## src/rtl/irq_nest_pkg.sv

```systemverilog
package irq_nest_pkg;
  localparam int PRIO_W = 2;
  localparam int KEY_AGE_W = 16;

  typedef logic [PRIO_W-1:0] prio_t;

  // level held in the top two bits of a byte register
  function automatic prio_t prio_field(input logic [7:0] b);
    return b[7:6];
  endfunction

  function automatic logic [7:0] prio_byte(input prio_t p);
    return {p, 6'b000000};
  endfunction

  // candidate a beats incumbent b: more urgent level, or same level and older
  function automatic logic beats(input prio_t pa, input logic [KEY_AGE_W-1:0] aa,
                                 input prio_t pb, input logic [KEY_AGE_W-1:0] ab);
    return (pa < pb) || ((pa == pb) && (aa > ab));
  endfunction
endpackage

```

## src/rtl/irq_line_cell.sv

```systemverilog
module irq_line_cell
  import irq_nest_pkg::*;
#(
  parameter int AGE_W = 6
) (
  input  logic             clk,
  input  logic             rst_n,
  input  logic             req,
  input  logic             prio_we,
  input  prio_t            prio_wd,
  input  logic             en_we,
  input  logic             en_wd,
  input  logic             clr,
  output logic             pend,
  output logic             en,
  output prio_t            prio,
  output logic [AGE_W-1:0] age
);
  localparam logic [AGE_W-1:0] AGE_SAT = '1;

  logic req_q;
  logic rise;

  assign rise = req && !req_q;

  always_ff @(posedge clk or negedge rst_n) begin
    if (!rst_n) begin
      req_q <= 1'b0;
      pend  <= 1'b0;
      age   <= '0;
    end else begin
      req_q <= req;
      if (rise) begin
        pend <= 1'b1;
        age  <= '0;
      end else begin
        if (clr) pend <= 1'b0;
        if (pend && age != AGE_SAT) age <= age + 1'b1;
      end
    end
  end

  always_ff @(posedge clk or negedge rst_n) begin
    if (!rst_n) begin
      prio <= '0;
      en   <= 1'b0;
    end else begin
      if (prio_we) prio <= prio_wd;
      if (en_we)   en   <= en_wd;
    end
  end
endmodule

```

## src/rtl/irq_arbiter.sv

```systemverilog
module irq_arbiter
  import irq_nest_pkg::*;
#(
  parameter int NUM_IRQ = 32,
  parameter int AGE_W   = 6,
  parameter int LINE_W  = 5
) (
  input  logic                          clk,
  input  logic                          rst_n,
  input  logic [NUM_IRQ-1:0]            elig,
  input  logic [NUM_IRQ-1:0][PRIO_W-1:0] prio,
  input  logic [NUM_IRQ-1:0][AGE_W-1:0] age,
  output logic                          win_valid,
  output logic [LINE_W-1:0]             win_line,
  output prio_t                         win_prio
);
  logic              found;
  logic [LINE_W-1:0] best_line;
  prio_t             best_prio;
  logic [AGE_W-1:0]  best_age;

  // linear scan: a strict win is needed to displace, so lower lines keep ties
  always_comb begin
    found     = 1'b0;
    best_line = '0;
    best_prio = '0;
    best_age  = '0;
    for (int i = 0; i < NUM_IRQ; i++) begin
      if (elig[i] && (!found ||
          beats(prio[i], KEY_AGE_W'(age[i]), best_prio, KEY_AGE_W'(best_age)))) begin
        found     = 1'b1;
        best_line = LINE_W'(i);
        best_prio = prio[i];
        best_age  = age[i];
      end
    end
  end

  always_ff @(posedge clk or negedge rst_n) begin
    if (!rst_n) begin
      win_valid <= 1'b0;
      win_line  <= '0;
      win_prio  <= '0;
    end else begin
      win_valid <= found;
      win_line  <= best_line;
      win_prio  <= best_prio;
    end
  end
endmodule

```

## src/rtl/irq_nest_stack.sv

```systemverilog
module irq_nest_stack
  import irq_nest_pkg::*;
#(
  parameter int MAX_DEPTH = 16,
  parameter int LINE_W    = 5,
  parameter int DEPTH_W   = $clog2(MAX_DEPTH + 1)
) (
  input  logic               clk,
  input  logic               rst_n,
  input  logic               push,
  input  logic               pop,
  input  logic               swap,
  input  logic [LINE_W-1:0]  in_vec,
  input  prio_t              in_prio,
  output logic [DEPTH_W-1:0] depth,
  output logic [LINE_W-1:0]  top_vec,
  output prio_t              top_prio,
  output logic               below_valid,
  output prio_t              below_prio
);
  localparam int IDX_W = $clog2(MAX_DEPTH);

  logic [LINE_W-1:0] vec_mem  [MAX_DEPTH];
  prio_t             prio_mem [MAX_DEPTH];
  logic [IDX_W-1:0]  top_idx;
  logic [IDX_W-1:0]  below_idx;
  logic [IDX_W-1:0]  push_idx;

  assign top_idx   = IDX_W'(depth - DEPTH_W'(1));
  assign below_idx = IDX_W'(depth - DEPTH_W'(2));
  assign push_idx  = IDX_W'(depth);

  always_ff @(posedge clk or negedge rst_n) begin
    if (!rst_n) begin
      depth <= '0;
      for (int i = 0; i < MAX_DEPTH; i++) begin
        vec_mem[i]  <= '0;
        prio_mem[i] <= '0;
      end
    end else if (push) begin
      vec_mem[push_idx]  <= in_vec;
      prio_mem[push_idx] <= in_prio;
      depth <= depth + DEPTH_W'(1);
    end else if (swap) begin
      vec_mem[top_idx]  <= in_vec;
      prio_mem[top_idx] <= in_prio;
    end else if (pop) begin
      depth <= depth - DEPTH_W'(1);
    end
  end

  assign top_vec     = (depth != '0) ? vec_mem[top_idx] : '0;
  assign top_prio    = (depth != '0) ? prio_mem[top_idx] : '1;
  assign below_valid = (depth >= DEPTH_W'(2));
  assign below_prio  = below_valid ? prio_mem[below_idx] : '1;
endmodule

```

## src/rtl/irq_nest_ctrl.sv

```systemverilog
module irq_nest_ctrl
  import irq_nest_pkg::*;
#(
  parameter int NUM_IRQ   = 32,
  parameter int MAX_DEPTH = 16,
  parameter int AGE_W     = 6,
  parameter int ADDR_W    = 6,
  parameter int LINE_W    = $clog2(NUM_IRQ),
  parameter int DEPTH_W   = $clog2(MAX_DEPTH + 1)
) (
  input  logic               clk,
  input  logic               rst_n,
  input  logic [NUM_IRQ-1:0] irq_req,
  input  logic               cfg_we,
  input  logic [ADDR_W-1:0]  cfg_addr,
  input  logic [7:0]         cfg_wdata,
  output logic [7:0]         cfg_rdata,
  input  logic               core_take,
  input  logic               core_done,
  output logic               entry_req,
  output logic               preempt,
  output logic [LINE_W-1:0]  entry_vec,
  output logic [LINE_W-1:0]  act_vec,
  output logic [DEPTH_W-1:0] act_depth,
  output logic               done_ret,
  output logic               done_chain
);
  localparam int EN_BYTES  = (NUM_IRQ + 7) / 8;
  localparam int EN_PAD_W  = EN_BYTES * 8;
  localparam int EN_BASE   = NUM_IRQ;
  localparam int CTRL_ADDR = EN_BASE + EN_BYTES;

  logic [NUM_IRQ-1:0]             line_pend;
  logic [NUM_IRQ-1:0]             line_en;
  logic [NUM_IRQ-1:0][PRIO_W-1:0] line_prio;
  logic [NUM_IRQ-1:0][AGE_W-1:0]  line_age;
  logic [NUM_IRQ-1:0]             line_prio_we;
  logic [NUM_IRQ-1:0]             line_en_we;
  logic [NUM_IRQ-1:0]             line_clr;
  logic [EN_PAD_W-1:0]            en_pad;

  logic              glob_dis;
  logic              win_valid;
  logic [LINE_W-1:0] win_line;
  prio_t             win_prio;
  logic              win_live;
  logic              room;
  logic              offer;
  logic              take_ok;
  logic              done_ok;
  logic              chain_ok;
  logic              pop_ok;
  prio_t             top_prio;
  logic              below_valid;
  prio_t             below_prio;

  // per-line pending, age and configuration
  for (genvar g = 0; g < NUM_IRQ; g++) begin : g_line
    assign line_prio_we[g] = cfg_we && (cfg_addr == ADDR_W'(g));
    assign line_en_we[g]   = cfg_we && (cfg_addr == ADDR_W'(EN_BASE + g / 8));
    assign line_clr[g]     = (take_ok || chain_ok) && (win_line == LINE_W'(g));

    irq_line_cell #(.AGE_W(AGE_W)) u_cell (
      .clk     (clk),
      .rst_n   (rst_n),
      .req     (irq_req[g]),
      .prio_we (line_prio_we[g]),
      .prio_wd (prio_field(cfg_wdata)),
      .en_we   (line_en_we[g]),
      .en_wd   (cfg_wdata[g % 8]),
      .clr     (line_clr[g]),
      .pend    (line_pend[g]),
      .en      (line_en[g]),
      .prio    (line_prio[g]),
      .age     (line_age[g])
    );
  end

  always_ff @(posedge clk or negedge rst_n) begin
    if (!rst_n) glob_dis <= 1'b0;
    else if (cfg_we && cfg_addr == ADDR_W'(CTRL_ADDR)) glob_dis <= cfg_wdata[0];
  end

  irq_arbiter #(.NUM_IRQ(NUM_IRQ), .AGE_W(AGE_W), .LINE_W(LINE_W)) u_arb (
    .clk       (clk),
    .rst_n     (rst_n),
    .elig      (line_pend & line_en),
    .prio      (line_prio),
    .age       (line_age),
    .win_valid (win_valid),
    .win_line  (win_line),
    .win_prio  (win_prio)
  );

  // registered winner is re-qualified against live state so a taken line is not offered twice
  assign win_live = win_valid && line_pend[win_line] && line_en[win_line] && !glob_dis;
  assign room     = act_depth < DEPTH_W'(MAX_DEPTH);
  assign offer    = win_live && room && ((act_depth == '0) || (win_prio < top_prio));
  assign take_ok  = core_take && offer && !core_done;
  assign done_ok  = core_done && (act_depth != '0);
  assign chain_ok = done_ok && win_live && (!below_valid || (win_prio < below_prio));
  assign pop_ok   = done_ok && !chain_ok;

  irq_nest_stack #(.MAX_DEPTH(MAX_DEPTH), .LINE_W(LINE_W), .DEPTH_W(DEPTH_W)) u_stack (
    .clk         (clk),
    .rst_n       (rst_n),
    .push        (take_ok),
    .pop         (pop_ok),
    .swap        (chain_ok),
    .in_vec      (win_line),
    .in_prio     (win_prio),
    .depth       (act_depth),
    .top_vec     (act_vec),
    .top_prio    (top_prio),
    .below_valid (below_valid),
    .below_prio  (below_prio)
  );

  always_ff @(posedge clk or negedge rst_n) begin
    if (!rst_n) begin
      done_ret   <= 1'b0;
      done_chain <= 1'b0;
    end else begin
      done_ret   <= pop_ok;
      done_chain <= chain_ok;
    end
  end

  assign entry_req = offer;
  assign preempt   = offer && (act_depth != '0);
  assign entry_vec = win_line;
  assign en_pad    = EN_PAD_W'(line_en);

  always_comb begin
    cfg_rdata = '0;
    for (int i = 0; i < NUM_IRQ; i++)
      if (cfg_addr == ADDR_W'(i)) cfg_rdata = prio_byte(line_prio[i]);
    for (int b = 0; b < EN_BYTES; b++)
      if (cfg_addr == ADDR_W'(EN_BASE + b)) cfg_rdata = en_pad[b*8 +: 8];
    if (cfg_addr == ADDR_W'(CTRL_ADDR)) cfg_rdata = {7'b0000000, glob_dis};
  end
endmodule

```

## config.mk

```make
export PLATFORM = sky130hd
export DESIGN_NAME = irq_nest_ctrl
export DESIGN_NICKNAME = d
export VERILOG_FILES = /design/src/rtl/irq_nest_pkg.sv /design/src/rtl/irq_line_cell.sv /design/src/rtl/irq_arbiter.sv /design/src/rtl/irq_nest_stack.sv /design/src/rtl/irq_nest_ctrl.sv
export SDC_FILE = /design/constraint.sdc
export NUM_CORES = 2
export LEC_CHECK = 0
export ABC_CLOCK_PERIOD_IN_PS = 131600
export BUFFER_PORTS_ARGS = -buffer_cell sky130_fd_sc_hd__buf_4
export CAP_MARGIN = 5
export CELL_PAD_IN_SITES_DETAIL_PLACEMENT = 1
export CELL_PAD_IN_SITES_GLOBAL_PLACEMENT = 1
export CORE_MARGIN = 4
export CORE_UTILIZATION = 28
export DETAILED_ROUTE_END_ITERATION = 10
export PLACE_DENSITY = 0.59
export SKIP_CTS_REPAIR_TIMING = 1
export SKIP_LAST_GASP = 1
export SLEW_MARGIN = 20
export SYNTH_ARGS = -nofsm -noshare
export SYNTH_HDL_FRONTEND = slang
export SYNTH_SLANG_ARGS = --single-unit
```

## constraint.sdc

```tcl
create_clock -name clk -period 131.6 [get_ports clk]
set_input_delay 26.32 -clock clk [delete_from_list [all_inputs] [get_ports clk]]
set_output_delay 26.32 -clock clk [all_outputs]
set_load 0.01 [all_outputs]
```

==> results.cfg <==
[synthesis]
synth_nets = 4165
synthCells = 3871
synth_edf_count = 0
postSynthAreaPerCell_um2 = 9.07
syn_area_mm2 = 0.0351
synthMuxAreaShare_pct = 13.1
async_reset_ff_share_pct = 100
yosysWarnings = 0
yosys_most_used_dff = dfrtp_1
synthAdderAreaFrac_pct = 8.78
synth_compound_area_share_pct = 17.5
ys_seq_area_share_pct = 34.2
synth.area.top_cells = dfrtp_1, ha_1, mux2_2
synth_top_area_share_pct = 34.2
synth.distinct_cells = 118
synth_top_family_by_area = simple AND/OR/NAND/NOR gates
synth_xor_area_share_pct = 4.31
ys_seq_elements = 480
yosysTopAreaCell = dfrtp_1
synthTopCellsByCount = dfrtp_1, nor2_1, nand2_1
synth-simple-area-share_pct = 17.8
synth.most_common_cell = dfrtp_1

[drt]
routed_wl_um = 118000
wl_per_cell_um = 21.1
dr_total_vias = 29700
dr.pass1.iters = 7
ant_nets = 0
drt_iter0_markers = 1817
drc = 0
viasPerCell = 5.34

[clock_network]
cts_buffers = 60
cts_num_sinks = 480
h-tree-depth = 2
tritoncts = built
cts-root-buf = clkbuf_16
clock_path_buffers = 3
path_clk_slew_ns = 0.06
clk_latency_ns = 0.68

[finish]
area_growth_pct = 12.7
fillerInstances = 14300
fin_util_pct = 31.9
finalNetCount = 4182
drive_gt1_share_pct = 14.0
register_area_mm2 = 0.0120
multi_input_area_mm2 = 0.0216

[worst_setup_path]
cp_slowest_cell = a21oi_1
cp_max_fo = 20
critPathCaptureType = register
arrival_ns = 67.67
path_common_cell = ha_1
critPathLaunchType = register
max_stage_delay_ns = 0.85
ff2ff_path_depth = 272
required_ns = 132.14
criticalPathCategory = reg2reg

[placed_design]
dpl.hpwl_um = 90900
port_buffers = 77
globalplace.congestion = 0.897

[floorplan]
initial_core_util_pct = 28.3
die_y_um = 362
core_area_mm2 = 0.124
dieWidth_um = 362
io_pins = 78
die_area_mm2 = 0.131
rows = 129

[sta]
setup_viol = 0
max-slew-margin-rel_pct = 21.3
fin_skew_ns = 0.0375
max_freq_mhz = 14.9
finalSetupTns_ns = 0
post-route-period-util_pct = 51.0
final_hold_viol_count = 0
layout_min_cycle_time_ns = 67.14
rsz0062_at_grt = false
slew_viol_final = 0
tightest_slew_ns = 1.17

[flow_run]
maxCapViolations = 0

[run_status]
status = completed

[global_routing]
grtUsageTotal_pct = 17.7
grt_max_degree = 157
grt_antenna_before_repair = 3
grt_pass1_wl_um = 184000
grt_pass1_vias = 30400
grt_overflow = 0

[worst_hold_path]
holdPathStages = 1
hold_path_class = reg2reg
[cell usage in the layout, fill, tap and decap left out, types with 38 or more instances in the layout]
master	instances
a21oi_1	217
and2_1	43
inv_1	249
mux2i_1	88
nand4_1	109
nor2_1	399
nor2b_1	67
a21o_1	43
dfrtp_1	479
or3_1	47
o21ai_0	201
xnor2_1	93
mux4_2	51
mux2_2	218
a31oi_1	38
o21a_1	47
nand3_1	82
clkbuf_16	60
ha_1	242
nand2_1	380
buf_4	98
xor2_1	77
[critical path: cells and delay by family, from the launching register on]
kind	cells	cell delay, ns
compound gates	128	32.77
flops	1	0.45
mux	13	4.01
fa+ha+maj	33	10.36
simple gates	86	18.41
buf+inv	12	0.88
[layout make-up]
cell class	instances	share of cell area [%]
Clock buffer	84	4.35
Antenna cell	1	0.00633
Inverter	250	2.37
Timing Repair Buffer	101	1.98
Multi-Input combinational cell	2995	54.6
Clock inverter	22	1.16
Tap cell	1637	5.18
Sequential cell	480	30.4
[per-stage QoR]
step,setup WS (ns),hold WS [ns],cell area (um^2),instances
6_report,64.46,0.503,39500,5570
5_1_grt,58.08,0.513,39500,5570
4_1_cts,64.54,0.502,39500,5568
3_5_place_dp,64.80,0.488,37300,5462
3_3_place_gp,66.70,0.481,37300,5462
2_1_floorplan,73.11,0.473,35100,3871
[layer usage]
| metal | track usage, % | wire length [um] |
|---|---|---|
| met5 | 0 | 13 |
| met2 | 28.8 | 53800 |
| met3 | 2.98 | 5660 |
| met4 | 3.96 | 2180 |
| met1 | 24.6 | 56100 |
[sequential cells by signal (all words and copies together), names as in the netlist, 2 cells and up]
| signal | cells |
|---|---|
| g_line.u_cell.age | 192 |
| g_line.u_cell.en | 32 |
| g_line.u_cell.pend | 32 |
| g_line.u_cell.prio | 64 |
| g_line.u_cell.req_q | 32 |
| u_arb.win_line | 5 |
| u_arb.win_prio | 2 |
| u_stack.depth | 5 |
| u_stack.prio_mem | 32 |
| u_stack.vec_mem | 80 |
[logic make-up after synthesis]
group | after synthesis
flip-flops | 480
AO/OA/AOI/OAI | 897
buffers and inverters | 396
multiplexers | 363
XOR/XNOR | 172
adder cells (fa/ha/maj) | 247
AND/OR/NAND/NOR | 1316
[final timing paths]
check	from	slack, ns	end
setup / recovery	g_line[0].u_cell.en$_DFFE_PN0P_	64.46	u_arb.win_prio[1]$_DFF_PN0_
hold / removal	u_stack.vec_mem[17]$_DFFE_PN0P_	0.50	u_stack.vec_mem[17]$_DFFE_PN0P_
setup reg to reg	g_line[0].u_cell.en$_DFFE_PN0P_	64.46	u_arb.win_prio[1]$_DFF_PN0_
hold reg to reg	u_stack.vec_mem[17]$_DFFE_PN0P_	0.50	u_stack.vec_mem[17]$_DFFE_PN0P_
max in group asynchronous	rst_n	103.25	g_line[25].u_cell.age[3]$_DFFE_PN0P_
min in group asynchronous	rst_n	25.67	u_stack.prio_mem[8]$_DFFE_PN0P_
Power is not shown: default switching activity piles up to over one toggle a cycle in this logic, so the estimate is an artifact.
